$ cat src/rtl/uart_rc_pkg.sv
package uart_rc_pkg;

  typedef struct packed {
    logic par_en;
    logic par_odd;
    logic len8;
    logic brk;
  } line_cfg_t;

  typedef enum logic [2:0] {
    RX_IDLE,
    RX_START,
    RX_DATA,
    RX_PAR,
    RX_STOP
  } rx_state_e;

  localparam logic [1:0] OFS_CFG  = 2'd0;
  localparam logic [1:0] OFS_CMD  = 2'd1;
  localparam logic [1:0] OFS_DATA = 2'd2;

  localparam int FRAME_BITS = 11;

endpackage

$ cat src/rtl/uart_rc_tick.sv
module uart_rc_tick #(
  parameter int DIV = 2
) (
  input  logic clk,
  input  logic rst,
  output logic tick
);

  generate
    if (DIV <= 1) begin : g_every
      assign tick = 1'b1;
    end else begin : g_count
      localparam int CW = $clog2(DIV);
      localparam logic [CW-1:0] LAST = CW'(DIV - 1);
      logic [CW-1:0] cnt_q;
      logic          tick_q;

      always_ff @(posedge clk) begin
        if (rst) begin
          cnt_q  <= '0;
          tick_q <= 1'b0;
        end else begin
          tick_q <= (cnt_q == LAST);
          cnt_q  <= (cnt_q == LAST) ? '0 : cnt_q + 1'b1;
        end
      end

      assign tick = tick_q;
    end
  endgenerate

endmodule

$ cat src/rtl/uart_rc_tx.sv
module uart_rc_tx
  import uart_rc_pkg::*;
#(
  parameter int BIT_CLKS = 32
) (
  input  logic      clk,
  input  logic      rst,
  input  logic      start,
  input  line_cfg_t cfg,
  input  logic [7:0] data,
  output logic      busy,
  output logic      line,
  output logic      brk_hold
);

  localparam int CW = $clog2(BIT_CLKS);
  localparam logic [CW-1:0] CNT_LAST = CW'(BIT_CLKS - 1);

  logic [FRAME_BITS-1:0] frame_c;
  logic [3:0]            nbits_c;
  logic [FRAME_BITS-1:0] sh_q;
  logic [3:0]            remain_q;
  logic [CW-1:0]         cnt_q;
  logic                  busy_q;
  logic                  line_q;
  logic                  hold_q;
  logic                  hold_n;
  logic                  accept;
  logic                  pbit;
  logic [3:0]            pidx;

  assign accept = start && !busy_q;

  always_comb begin
    pbit = ^(data & (cfg.len8 ? 8'hFF : 8'h7F)) ^ cfg.par_odd;
    pidx = cfg.len8 ? 4'd9 : 4'd8;
    frame_c    = '1;
    frame_c[0] = 1'b0;
    for (int i = 0; i < 8; i++) begin
      if (i < 7 || cfg.len8) frame_c[i+1] = data[i];
    end
    if (cfg.par_en) frame_c[pidx] = pbit;
    if (cfg.brk) frame_c = '0;
    nbits_c = 4'd9 + {3'd0, cfg.len8} + {3'd0, cfg.par_en};
  end

  always_comb begin
    if (accept && cfg.brk)          hold_n = 1'b1;
    else if (!busy_q && !cfg.brk)   hold_n = 1'b0;
    else                            hold_n = hold_q;
  end

  always_ff @(posedge clk) begin
    if (rst) begin
      busy_q   <= 1'b0;
      sh_q     <= '1;
      remain_q <= '0;
      cnt_q    <= '0;
      line_q   <= 1'b1;
      hold_q   <= 1'b0;
    end else begin
      hold_q <= hold_n;
      if (accept) begin
        busy_q   <= 1'b1;
        sh_q     <= frame_c;
        remain_q <= nbits_c;
        cnt_q    <= '0;
        line_q   <= 1'b0;
      end else if (busy_q) begin
        if (cnt_q == CNT_LAST) begin
          cnt_q <= '0;
          if (remain_q == 4'd1) begin
            busy_q <= 1'b0;
            line_q <= ~hold_n;
          end else begin
            sh_q     <= {1'b1, sh_q[FRAME_BITS-1:1]};
            remain_q <= remain_q - 4'd1;
            line_q   <= sh_q[1];
          end
        end else begin
          cnt_q <= cnt_q + 1'b1;
        end
      end else begin
        line_q <= ~hold_n;
      end
    end
  end

  assign busy     = busy_q;
  assign line     = line_q;
  assign brk_hold = hold_q;

endmodule

$ cat src/rtl/uart_rc_rx.sv
module uart_rc_rx
  import uart_rc_pkg::*;
#(
  parameter int OSR = 16
) (
  input  logic       clk,
  input  logic       rst,
  input  logic       tick,
  input  logic       en,
  input  logic       line,
  input  logic       len8,
  input  logic       par_en,
  input  logic       par_odd,
  output logic       busy,
  output logic       done,
  output logic [7:0] char_o,
  output logic       ferr,
  output logic       perr
);

  localparam int TW = $clog2(OSR);
  localparam logic [TW-1:0] MID  = TW'(OSR / 2 - 1);
  localparam logic [TW-1:0] LAST = TW'(OSR - 1);

  rx_state_e     st_q;
  logic [TW-1:0] tcnt_q;
  logic [2:0]    bidx_q;
  logic [7:0]    sh_q;
  logic          parb_q;
  logic          seen_high_q;
  logic [7:0]    ch_c;
  logic          at_last;

  assign ch_c    = len8 ? sh_q : {1'b0, sh_q[7:1]};
  assign at_last = tick && (tcnt_q == LAST);

  always_ff @(posedge clk) begin
    if (rst) begin
      st_q        <= RX_IDLE;
      tcnt_q      <= '0;
      bidx_q      <= '0;
      sh_q        <= '0;
      parb_q      <= 1'b0;
      seen_high_q <= 1'b0;
      done        <= 1'b0;
      char_o      <= '0;
      ferr        <= 1'b0;
      perr        <= 1'b0;
    end else if (!en) begin
      st_q        <= RX_IDLE;
      tcnt_q      <= '0;
      seen_high_q <= 1'b0;
      done        <= 1'b0;
    end else begin
      done <= 1'b0;
      if (line) seen_high_q <= 1'b1;
      case (st_q)
        RX_IDLE: begin
          if (tick && !line && seen_high_q) begin
            st_q        <= RX_START;
            tcnt_q      <= '0;
            seen_high_q <= 1'b0;
          end
        end
        RX_START: begin
          if (tick) begin
            if (tcnt_q == MID) begin
              tcnt_q <= '0;
              bidx_q <= '0;
              st_q   <= line ? RX_IDLE : RX_DATA;
            end else begin
              tcnt_q <= tcnt_q + 1'b1;
            end
          end
        end
        RX_DATA: begin
          if (at_last) begin
            tcnt_q <= '0;
            sh_q   <= {line, sh_q[7:1]};
            if (bidx_q == (len8 ? 3'd7 : 3'd6)) st_q <= par_en ? RX_PAR : RX_STOP;
            else bidx_q <= bidx_q + 3'd1;
          end else if (tick) begin
            tcnt_q <= tcnt_q + 1'b1;
          end
        end
        RX_PAR: begin
          if (at_last) begin
            tcnt_q <= '0;
            parb_q <= line;
            st_q   <= RX_STOP;
          end else if (tick) begin
            tcnt_q <= tcnt_q + 1'b1;
          end
        end
        RX_STOP: begin
          if (at_last) begin
            tcnt_q <= '0;
            char_o <= ch_c;
            ferr   <= !line;
            perr   <= par_en && (parb_q != (^ch_c ^ par_odd));
            done   <= 1'b1;
            st_q   <= RX_IDLE;
          end else if (tick) begin
            tcnt_q <= tcnt_q + 1'b1;
          end
        end
        default: st_q <= RX_IDLE;
      endcase
    end
  end

  assign busy = (st_q != RX_IDLE);

endmodule

$ cat src/rtl/uart_rc_top.sv
module uart_rc_top
  import uart_rc_pkg::*;
#(
  parameter int CLKS_PER_TICK = 2,
  parameter int OSR           = 16
) (
  input  logic       clk,
  input  logic       rst,
  input  logic       reg_wr,
  input  logic [1:0] reg_addr,
  input  logic [7:0] reg_wdata,
  output logic [7:0] reg_rdata,
  input  logic       serial_in,
  output logic       serial_out
);

  localparam int BIT_CLKS = CLKS_PER_TICK * OSR;

  line_cfg_t  cfg_q;
  logic       tx_en_q, rx_en_q;
  logic [7:0] tx_byte_q, rx_byte_q;
  logic       armed_q, fer_q, per_q, oer_q;
  logic [7:0] rdata_q;
  logic [1:0] sync_q;

  logic       wr_cmd, tx_go, rx_go;
  logic       tick;
  logic       tx_busy_w, tx_hold_w, tx_line_w;
  logic       rx_busy_w, rx_done_w, rx_ferr_w, rx_perr_w;
  logic [7:0] rx_char_w;

  assign wr_cmd = reg_wr && (reg_addr == OFS_CMD);
  assign tx_go  = wr_cmd && reg_wdata[1] && reg_wdata[0];
  assign rx_go  = wr_cmd && reg_wdata[3] && reg_wdata[2];

  uart_rc_tick #(.DIV(CLKS_PER_TICK)) i_tick (
    .clk  (clk),
    .rst  (rst),
    .tick (tick)
  );

  uart_rc_tx #(.BIT_CLKS(BIT_CLKS)) i_tx (
    .clk      (clk),
    .rst      (rst),
    .start    (tx_go),
    .cfg      (cfg_q),
    .data     (tx_byte_q),
    .busy     (tx_busy_w),
    .line     (tx_line_w),
    .brk_hold (tx_hold_w)
  );

  uart_rc_rx #(.OSR(OSR)) i_rx (
    .clk     (clk),
    .rst     (rst),
    .tick    (tick),
    .en      (rx_en_q),
    .line    (sync_q[1]),
    .len8    (cfg_q.len8),
    .par_en  (cfg_q.par_en),
    .par_odd (cfg_q.par_odd),
    .busy    (rx_busy_w),
    .done    (rx_done_w),
    .char_o  (rx_char_w),
    .ferr    (rx_ferr_w),
    .perr    (rx_perr_w)
  );

  always_ff @(posedge clk) begin
    if (rst) sync_q <= 2'b11;
    else     sync_q <= {sync_q[0], serial_in};
  end

  always_ff @(posedge clk) begin
    if (rst) begin
      cfg_q     <= '0;
      tx_en_q   <= 1'b0;
      rx_en_q   <= 1'b0;
      tx_byte_q <= '0;
    end else if (reg_wr) begin
      case (reg_addr)
        OFS_CFG:  cfg_q     <= reg_wdata[3:0];
        OFS_CMD:  begin
          tx_en_q <= reg_wdata[0];
          rx_en_q <= reg_wdata[2];
        end
        OFS_DATA: tx_byte_q <= reg_wdata;
        default:  ;
      endcase
    end
  end

  always_ff @(posedge clk) begin
    if (rst) begin
      rx_byte_q <= '0;
      armed_q   <= 1'b0;
      fer_q     <= 1'b0;
      per_q     <= 1'b0;
      oer_q     <= 1'b0;
    end else begin
      if (rx_done_w) begin
        if (armed_q) begin
          rx_byte_q <= rx_char_w;
          armed_q   <= 1'b0;
          if (rx_ferr_w) fer_q <= 1'b1;
          if (rx_perr_w) per_q <= 1'b1;
        end else begin
          oer_q <= 1'b1;
        end
      end
      if (rx_go) begin
        armed_q <= 1'b1;
        fer_q   <= 1'b0;
        per_q   <= 1'b0;
        oer_q   <= 1'b0;
      end
    end
  end

  always_ff @(posedge clk) begin
    if (rst) begin
      rdata_q <= '0;
    end else begin
      case (reg_addr)
        OFS_CFG:  rdata_q <= {4'd0, cfg_q};
        OFS_CMD:  rdata_q <= {1'b0, fer_q, per_q, oer_q, rx_busy_w, rx_en_q, tx_busy_w, tx_en_q};
        OFS_DATA: rdata_q <= rx_byte_q;
        default:  rdata_q <= '0;
      endcase
    end
  end

  assign reg_rdata  = rdata_q;
  assign serial_out = tx_line_w;

endmodule

$ cat config.mk
export PLATFORM = sky130hd
export DESIGN_NAME = uart_rc_top
export DESIGN_NICKNAME = d
export VERILOG_FILES = /design/src/rtl/uart_rc_pkg.sv /design/src/rtl/uart_rc_tick.sv /design/src/rtl/uart_rc_tx.sv /design/src/rtl/uart_rc_rx.sv /design/src/rtl/uart_rc_top.sv
export SDC_FILE = /design/constraint.sdc
export NUM_CORES = 1
export LEC_CHECK = 0
export BUFFER_PORTS_ARGS = -buffer_cell sky130_fd_sc_hd__buf_2
export CAP_MARGIN = 20
export CELL_PAD_IN_SITES_DETAIL_PLACEMENT = 0
export CELL_PAD_IN_SITES_GLOBAL_PLACEMENT = 1
export CORE_MARGIN = 2
export CORE_UTILIZATION = 48
export CTS_BUF_LIST = sky130_fd_sc_hd__clkbuf_8
export DETAILED_ROUTE_END_ITERATION = 12
export PLACE_DENSITY_LB_ADDON = 0.1
export REMOVE_ABC_BUFFERS = 1
export SYNTH_ARGS = -nofsm -noshare
export SYNTH_HDL_FRONTEND = slang
export SYNTH_HIERARCHICAL = 1
export SYNTH_SLANG_ARGS = --single-unit
$ cat constraint.sdc
create_clock -name clk -period 2.6 [get_ports clk]
set_clock_uncertainty 0.15 [all_clocks]
set_input_delay 0.13 -clock clk [delete_from_list [all_inputs] [get_ports clk]]
set_output_delay 0.13 -clock clk [all_outputs]
set_load 0.1 [all_outputs]
==> results of run 1 <==
## power groups by stage
stage	registers, uW	logic (uW)	clock network (uW)
after floorplan	1470	67.3	0
after global routing	1430	170	1020
final	1430	154	929
after global placement	1460	142	0
after detailed placement	1460	142	0
after CTS	1430	156	966
## cell usage in the layout (no fill, tap or decap), types with 7 or more instances in the layout
cell           instances
a211oi_1              11
a21oi_1               43
a31oi_1                8
buf_2                 22
buf_4                  9
clkbuf_8              10
dfxtp_1               91
dlygate4sd3_1         11
ha_1                   7
inv_1                  9
mux2i_1               30
nand2_1               52
nand2b_1               9
nor2_1                55
nor2b_1                7
nor3_1                11
o21ai_0               17
xnor2_1               13
## final timing paths
path                              from                    to  slack, ns  depth (start not counted)
hold reg to reg   i_tick/g_count.cnt_q  i_tick/g_count.cnt_q       0.27                          1
hold / removal                     rst             i_rx/done       0.07                          2
setup reg to reg          i_rx/st_q[1]        i_rx/bidx_q[1]       0.42                          5
setup / recovery          i_rx/st_q[1]        i_rx/bidx_q[1]       0.42                          5
## layer usage
metal | vias to the layer above | share of wire, %
met5 | - | 0
met4 | 0 | 1.2
met3 | 10 | 2.8
met2 | 39 | 47
met1 | 1545 | 49
li1 | 1710 | -
## worst register-to-register path: stages, from the launching register on
cell     delay (ns)
dfxtp_1        0.65
nand2_1        0.10
a311o_1        0.33
a211o_1        0.34
or4_1          0.40
a21oi_1        0.14
## per-stage QoR
step	total power (uW)	util [%]	setup slack (ns)
after floorplan	1540	-	0.180
after global placement	1600	52.2	0.494
after detailed placement	1600	52.2	0.443
after CTS	2550	55.9	0.426
after global routing	2630	55.9	0.219
final	2510	55.9	0.422
## sequential cells by signal, summed over array words and instances, names as in the netlist, 2 cells and up
name / flops
i_tx/sh_q: 10
i_rx/char_o: 8
i_rx/sh_q: 8
reg_rdata: 8
i_rx/tcnt_q: 4
i_rx/bidx_q: 3
i_tx/remain_q: 4
i_tx/cnt_q: 5
cfg_q: 4
tx_byte_q: 8
sync_q: 2
i_rx/st_q: 3
rx_byte_q: 8
## cell families (layout without fill, tap and decap cells)
| group | Yosys count | count (layout) |
|---|---|---|
| and+or+nand+nor | 182 | 182 |
| AOI/OAI and AO/OA | 105 | 105 |
| DFF | 91 | 91 |
| buffers and inverters | 37 | 67 |
| muxes | 32 | 32 |
| xor gates and xnor gates | 20 | 20 |
| adders and majority gates | 7 | 7 |
## final cells by class
cell class | instances | area, sq um
Inverter | 9 | 33.8
Sequential cell | 91 | 1820
Fill cell | 796 | 3660
Timing Repair Buffer | 42 | 288
Clock buffer | 10 | 138
Tap cell | 105 | 131
Clock inverter | 6 | 56.3
Multi-Input combinational cell | 346 | 2170
==> impl_metrics.ini, run 1 <==
[timing]
setup_viol = 0
rsz0062_at_grt = no
period_share_pct = 83.8
fmax_mhz = 459
hold_viol = 0
fin_setup_tns_ns = 0
worst_pin_slew_ns = 0.585
hold_slack_ns = 0.0722
slew_headroom_pct = 60.9
min_period_ns = 2.18
drv_slew = 0

[power]
p_int_uw = 1870
switching_power_uw = 643
p_per_area_nw_per_um2 = 542
swShare_pct = 25.6
clockPowerShare_pct = 37.0
pwr-share-seq_pct = 56.9
vdd_drop_max_mv = 0.239
combPwrFrac_pct = 6.1
p_leak_uw = 0.00176

[place]
port_buffers = 22
gp_congestion = 0.785
dp_cells = 582
placed_area_sq_um = 4330
dp_hpwl_um = 5960

[synthesis]
synth_compound_area_share_pct = 15.2
ys_warn_count = 6
synth_top_family_by_area = simple AND/OR/NAND/NOR gates
synth_commonest_cells = dfxtp_1 (91), nor2_1 (55), nand2_1 (52), a21oi_1 (43), mux2i_1 (30)
synth_seq_cells = 91
ys_async_sr_fraction_pct = 0
synthTopCellsByArea = dfxtp_1 (44%), mux2i_1 (7.2%), a21oi_1 (5.2%), nor2_1 (5.0%), nand2_1 (4.7%)
synth_sequential_area_ratio_pct = 43.7
synth_edf_count = 0
synth.cell_area_sq_um = 4170
yosysMostFrequentCell = dfxtp_1
synth_simple_gate_area_share_pct = 22.1
muxShareOfSynthArea_pct = 7.74
synthDistinctLibCells = 58
synth_top_area_cell = dfxtp_1
synthCells = 474
synth_top_area_share_pct = 43.7
synth-xor-area-share_pct = 4.86
avgSynthCellArea_sq_um = 8.80
synth_fa_ha_area_share_pct = 2.10
synth-main-ff-cell = dfxtp_1

[global_route]
grt_overflow = 0
use_met2_pct = 30.1
first_global_vias = 3108
grt_pass1_wl_um = 14600
grt_max_degree = 35
grt_antenna_before_repair = 0
met3_usage_pct = 3.17
gr-usage-all-layers_pct = 18.5
grt.busiest_layer = met2
grt_util_met1_pct = 24.9

[final_layout]
drive_above_1_share_pct = 10.9
design_area_sq_um = 4640
fin_cells = 609
final_nets = 520
area_growth_pct = 11.2
diodes = 0

[cts]
clk_path_buf_depth = 2
cts_resized = 0
cts_max_level = 3
cts_made_buffers = 9
cts_tree = built
postCtsSetupBuffers = 0
clkLatencyLatePin_ns = 0.35
clk_pin_slew_worst_paths_ns = 0.09
clock_sink_count = 91
root_buffer = clkbuf_8
cts_hold_buf = 11

[worst_setup_path]
crit_buf_inv = 0
end_kind = register
worstPathCellList = nand2_1, a311o_1, a211o_1, or4_1, a21oi_1
crit_slowest_cell = dfxtp_1
worstSetupPathType = reg2reg
cp_top_family = compound AO/OA/AOI/OAI gates
required_ns = 2.74
crit_arrival_ns = 2.31
worstPathMaxFanout = 18
cp-start-kind = register
slowest_delay_ns = 0.65

[floorplan]
start_util_pct = 50.2
io_pins = 23
die_h_um = 97.2
rows = 33
die_w_um = 97.2
core_area_sq_um = 8300
dieArea_sq_um = 9450

[min_path]
hold_path_class = in2reg

[outcome]
outcome = finished, final reports clean

[detailed_routing]
num_vias = 3304
drt-vias-per-instance = 5.43
drt_first_pass_iters = 4
drt-initial-drc-count = 88
final_antenna_net_count = 0
routed_wl_um = 8400
route.detailed.drc = 0
wl_per_cell_um = 13.8

[flow_run]
maxCapViolations = 0
No activity file was read; power rests on OpenSTA's default activity.
==> run 2, diff against run 1 <==
--- a/config.mk
+++ b/config.mk
@@ -5,12 +5,13 @@
 export SDC_FILE = /design/constraint.sdc
 export NUM_CORES = 1
 export LEC_CHECK = 0
+export ABC_AREA = 1
 export BUFFER_PORTS_ARGS = -buffer_cell sky130_fd_sc_hd__buf_2
 export CAP_MARGIN = 20
 export CELL_PAD_IN_SITES_DETAIL_PLACEMENT = 0
 export CELL_PAD_IN_SITES_GLOBAL_PLACEMENT = 1
 export CORE_MARGIN = 2
-export CORE_UTILIZATION = 48
+export CORE_UTILIZATION = 42
 export CTS_BUF_LIST = sky130_fd_sc_hd__clkbuf_8
 export DETAILED_ROUTE_END_ITERATION = 12
 export PLACE_DENSITY_LB_ADDON = 0.1
==> constraint.sdc (replaced) <==
create_clock -name clk -period 1.9 [get_ports clk]
set_clock_uncertainty 0.15 [all_clocks]
set_input_delay 0.095 -clock clk [delete_from_list [all_inputs] [get_ports clk]]
set_output_delay 0.095 -clock clk [all_outputs]
set_load 0.1 [all_outputs]
==> impl_metrics.ini, run 2 <==
[cts]
cts_max_level = 3
clock_sink_count = 91
clk_path_buf_depth = 2
clk_pin_slew_worst_paths_ns = 0.09
cts_tree = built
root_buffer = clkbuf_8
clkLatencyLatePin_ns = 0.35
cts_made_buffers = 9

[worst_setup_path]
crit_buf_inv = 2
required_ns = 2.00
crit_arrival_ns = 1.86
critPathLaunch = i_tx/cnt_q[1]
worstSetupPathType = reg2reg
crit_slowest_cell = dfxtp_1
worstPathMaxFanout = 15
cp_top_family = simple AND/OR/NAND/NOR gates
cp-start-kind = register
slowest_delay_ns = 0.36
rr_startpoint = i_tx/cnt_q[1]
worstPathCellList = ha_1, nand2_1, nor2_1, ha_1, inv_1, nor2_4, nor2_8, inv_6, nor2_1, o21a_1
end_kind = register

[synthesis]
synth_top_area_share_pct = 41.0
synth.cell_area_sq_um = 4450
synth_sequential_area_ratio_pct = 41.0
synth_edf_count = 0
ys_async_sr_fraction_pct = 0
synth_seq_cells = 91
avgSynthCellArea_sq_um = 6.94
synthDistinctLibCells = 41
synth-main-ff-cell = dfxtp_1
synthTopCellsByArea = dfxtp_1 (41%), nand2_1 (15%), nor2_1 (6.8%), inv_1 (6.2%), a21oi_1 (4.7%)
yosysMostFrequentCell = nand2_1
synthCells = 641
synth_commonest_cells = nand2_1 (176), dfxtp_1 (91), nor2_1 (81), inv_1 (73), a21oi_1 (42)
synth_top_area_cell = dfxtp_1
ys_warn_count = 6

[global_route]
first_global_vias = 3729
gr-usage-all-layers_pct = 19.0
grt_antenna_before_repair = 0
grt_pass1_wl_um = 17400
grt_overflow = 0
grt_max_degree = 26

[timing]
rsz0062_at_grt = no
setup_viol = 0
period_share_pct = 92.5
hold_viol = 0
fmax_mhz = 569
min_period_ns = 1.76
fin_setup_tns_ns = 0
worst_pin_slew_ns = 0.533
slew_headroom_pct = 64.5
hold_slack_ns = 0.0302
worst_slack_ns = 0.143
drv_slew = 0

[detailed_routing]
final_antenna_net_count = 0
routed_wl_um = 9870
drt-vias-per-instance = 4.76
wl_per_cell_um = 12.0
drt-initial-drc-count = 155
num_vias = 3918
drt_first_pass_iters = 5
route.detailed.drc = 0

[power]
p_leak_uw = 0.00234
p_per_area_nw_per_um2 = 724
vdd_drop_max_mv = 0.397

[flow_run]
maxCapViolations = 0

[final_layout]
regArea_sq_um = 1830
drive_above_1_share_pct = 13.5
layout.cells.most_common_list = nand2_1 (176), dfxtp_1 (88), nor2_1 (81), inv_1 (73), a21oi_1 (42)
area_growth_pct = 13.6
final_common_cell = nand2_1
largest_reg_flops = 10
max_flop_register = i_tx/sh_q
diodes = 0
fill_cells = 1091
final_nets = 705
multi_input_area_sq_um = 2180

[floorplan]
die_h_um = 107
io_pins = 23
rows = 37
die_w_um = 107
start_util_pct = 43.1
core_area_sq_um = 10300
dieArea_sq_um = 11400

[outcome]
outcome = finished, final reports clean

[place]
gp_congestion = 0.838
place_ws_ns = 0.0431
port_buffers = 22
dp_hpwl_um = 7380

[min_path]
hold_path_class = in2reg
hp-start = reg_wr
-- run 2: repair_timing --
item | 4_1_cts | 5_1_grt
endpoints found under the setup margin | 0 | 17
setup buffers | 0 | 1
gates resized for setup | 0 | 13
hold buffers | 14 | 0
hold endpoints to repair | 19 | 0
-- run 2: path summary, 6_finish.rpt --
check | to | slack (ns) | depth (start not counted)
worst max register to register | i_tx/remain_q[0] | 0.14 | 10
worst min register to register | i_tick/g_count.cnt_q | 0.26 | 1
worst max-delay path | i_tx/remain_q[0] | 0.14 | 10
worst min-delay path | cfg_q[2] | 0.03 | 4
-- run 2: worst reg2reg max path, delay by kind of cell (launching register included) --
| family | cells | cell delay (ns) |
|---|---|---|
| adder cells (fa/ha/maj) | 2 | 0.34 |
| buffers and inverters | 2 | 0.19 |
| AO/OA/AOI/OAI | 1 | 0.17 |
| AND/OR/NAND/NOR | 5 | 0.44 |
| flip-flops | 1 | 0.36 |
-- run 2: area by class of cell --
| class | count | share of cell area (%) |
|---|---|---|
| Clock buffer | 12 | 3.27 |
| Sequential cell | 91 | 36.1 |
| Timing Repair Buffer | 46 | 6.44 |
| Clock inverter | 2 | 0.693 |
| Inverter | 89 | 6.91 |
| Tap cell | 136 | 3.37 |
| Multi-Input combinational cell | 447 | 43.2 |
-- run 2: routing by layer --
metal  up-vias  wire, um  GRT usage, %
met5         -         0             0
met4         0       123          5.19
met3         9       171          3.83
met2        29      4860          33.2
met1      1752      4710          23.7
li1       2128         -             -
-- run 2: kinds of logic after synthesis --
group / count (synthesis) / share of synthesized area [%]
flip-flops: 91 / 41.0
buffers and inverters: 103 / 10.3
XOR/XNOR: 6 / 1.18
adder cells (fa/ha/maj): 7 / 1.97
AND/OR/NAND/NOR: 315 / 30.6
AO/OA/AOI/OAI: 119 / 15.0
-- run 2: report_power, final --
group          total [uW]  internal, uW  switching (uW)  leakage (uW)
sequential           1980          1940            35.9      0.000738
clock                1350           701             646      0.000104
combinational         336           122             214       0.00150
-- run 2: stage by stage --
stage	utilization [%]	cell area, sq um	total power (uW)	std cells
final	49.0	5050	3660	823
after global routing	49.0	5050	3850	823
after CTS	48.7	5020	3720	822
after detailed placement	45.4	4680	2340	794
after global placement	45.4	4680	2340	794
after floorplan	-	4340	2230	627
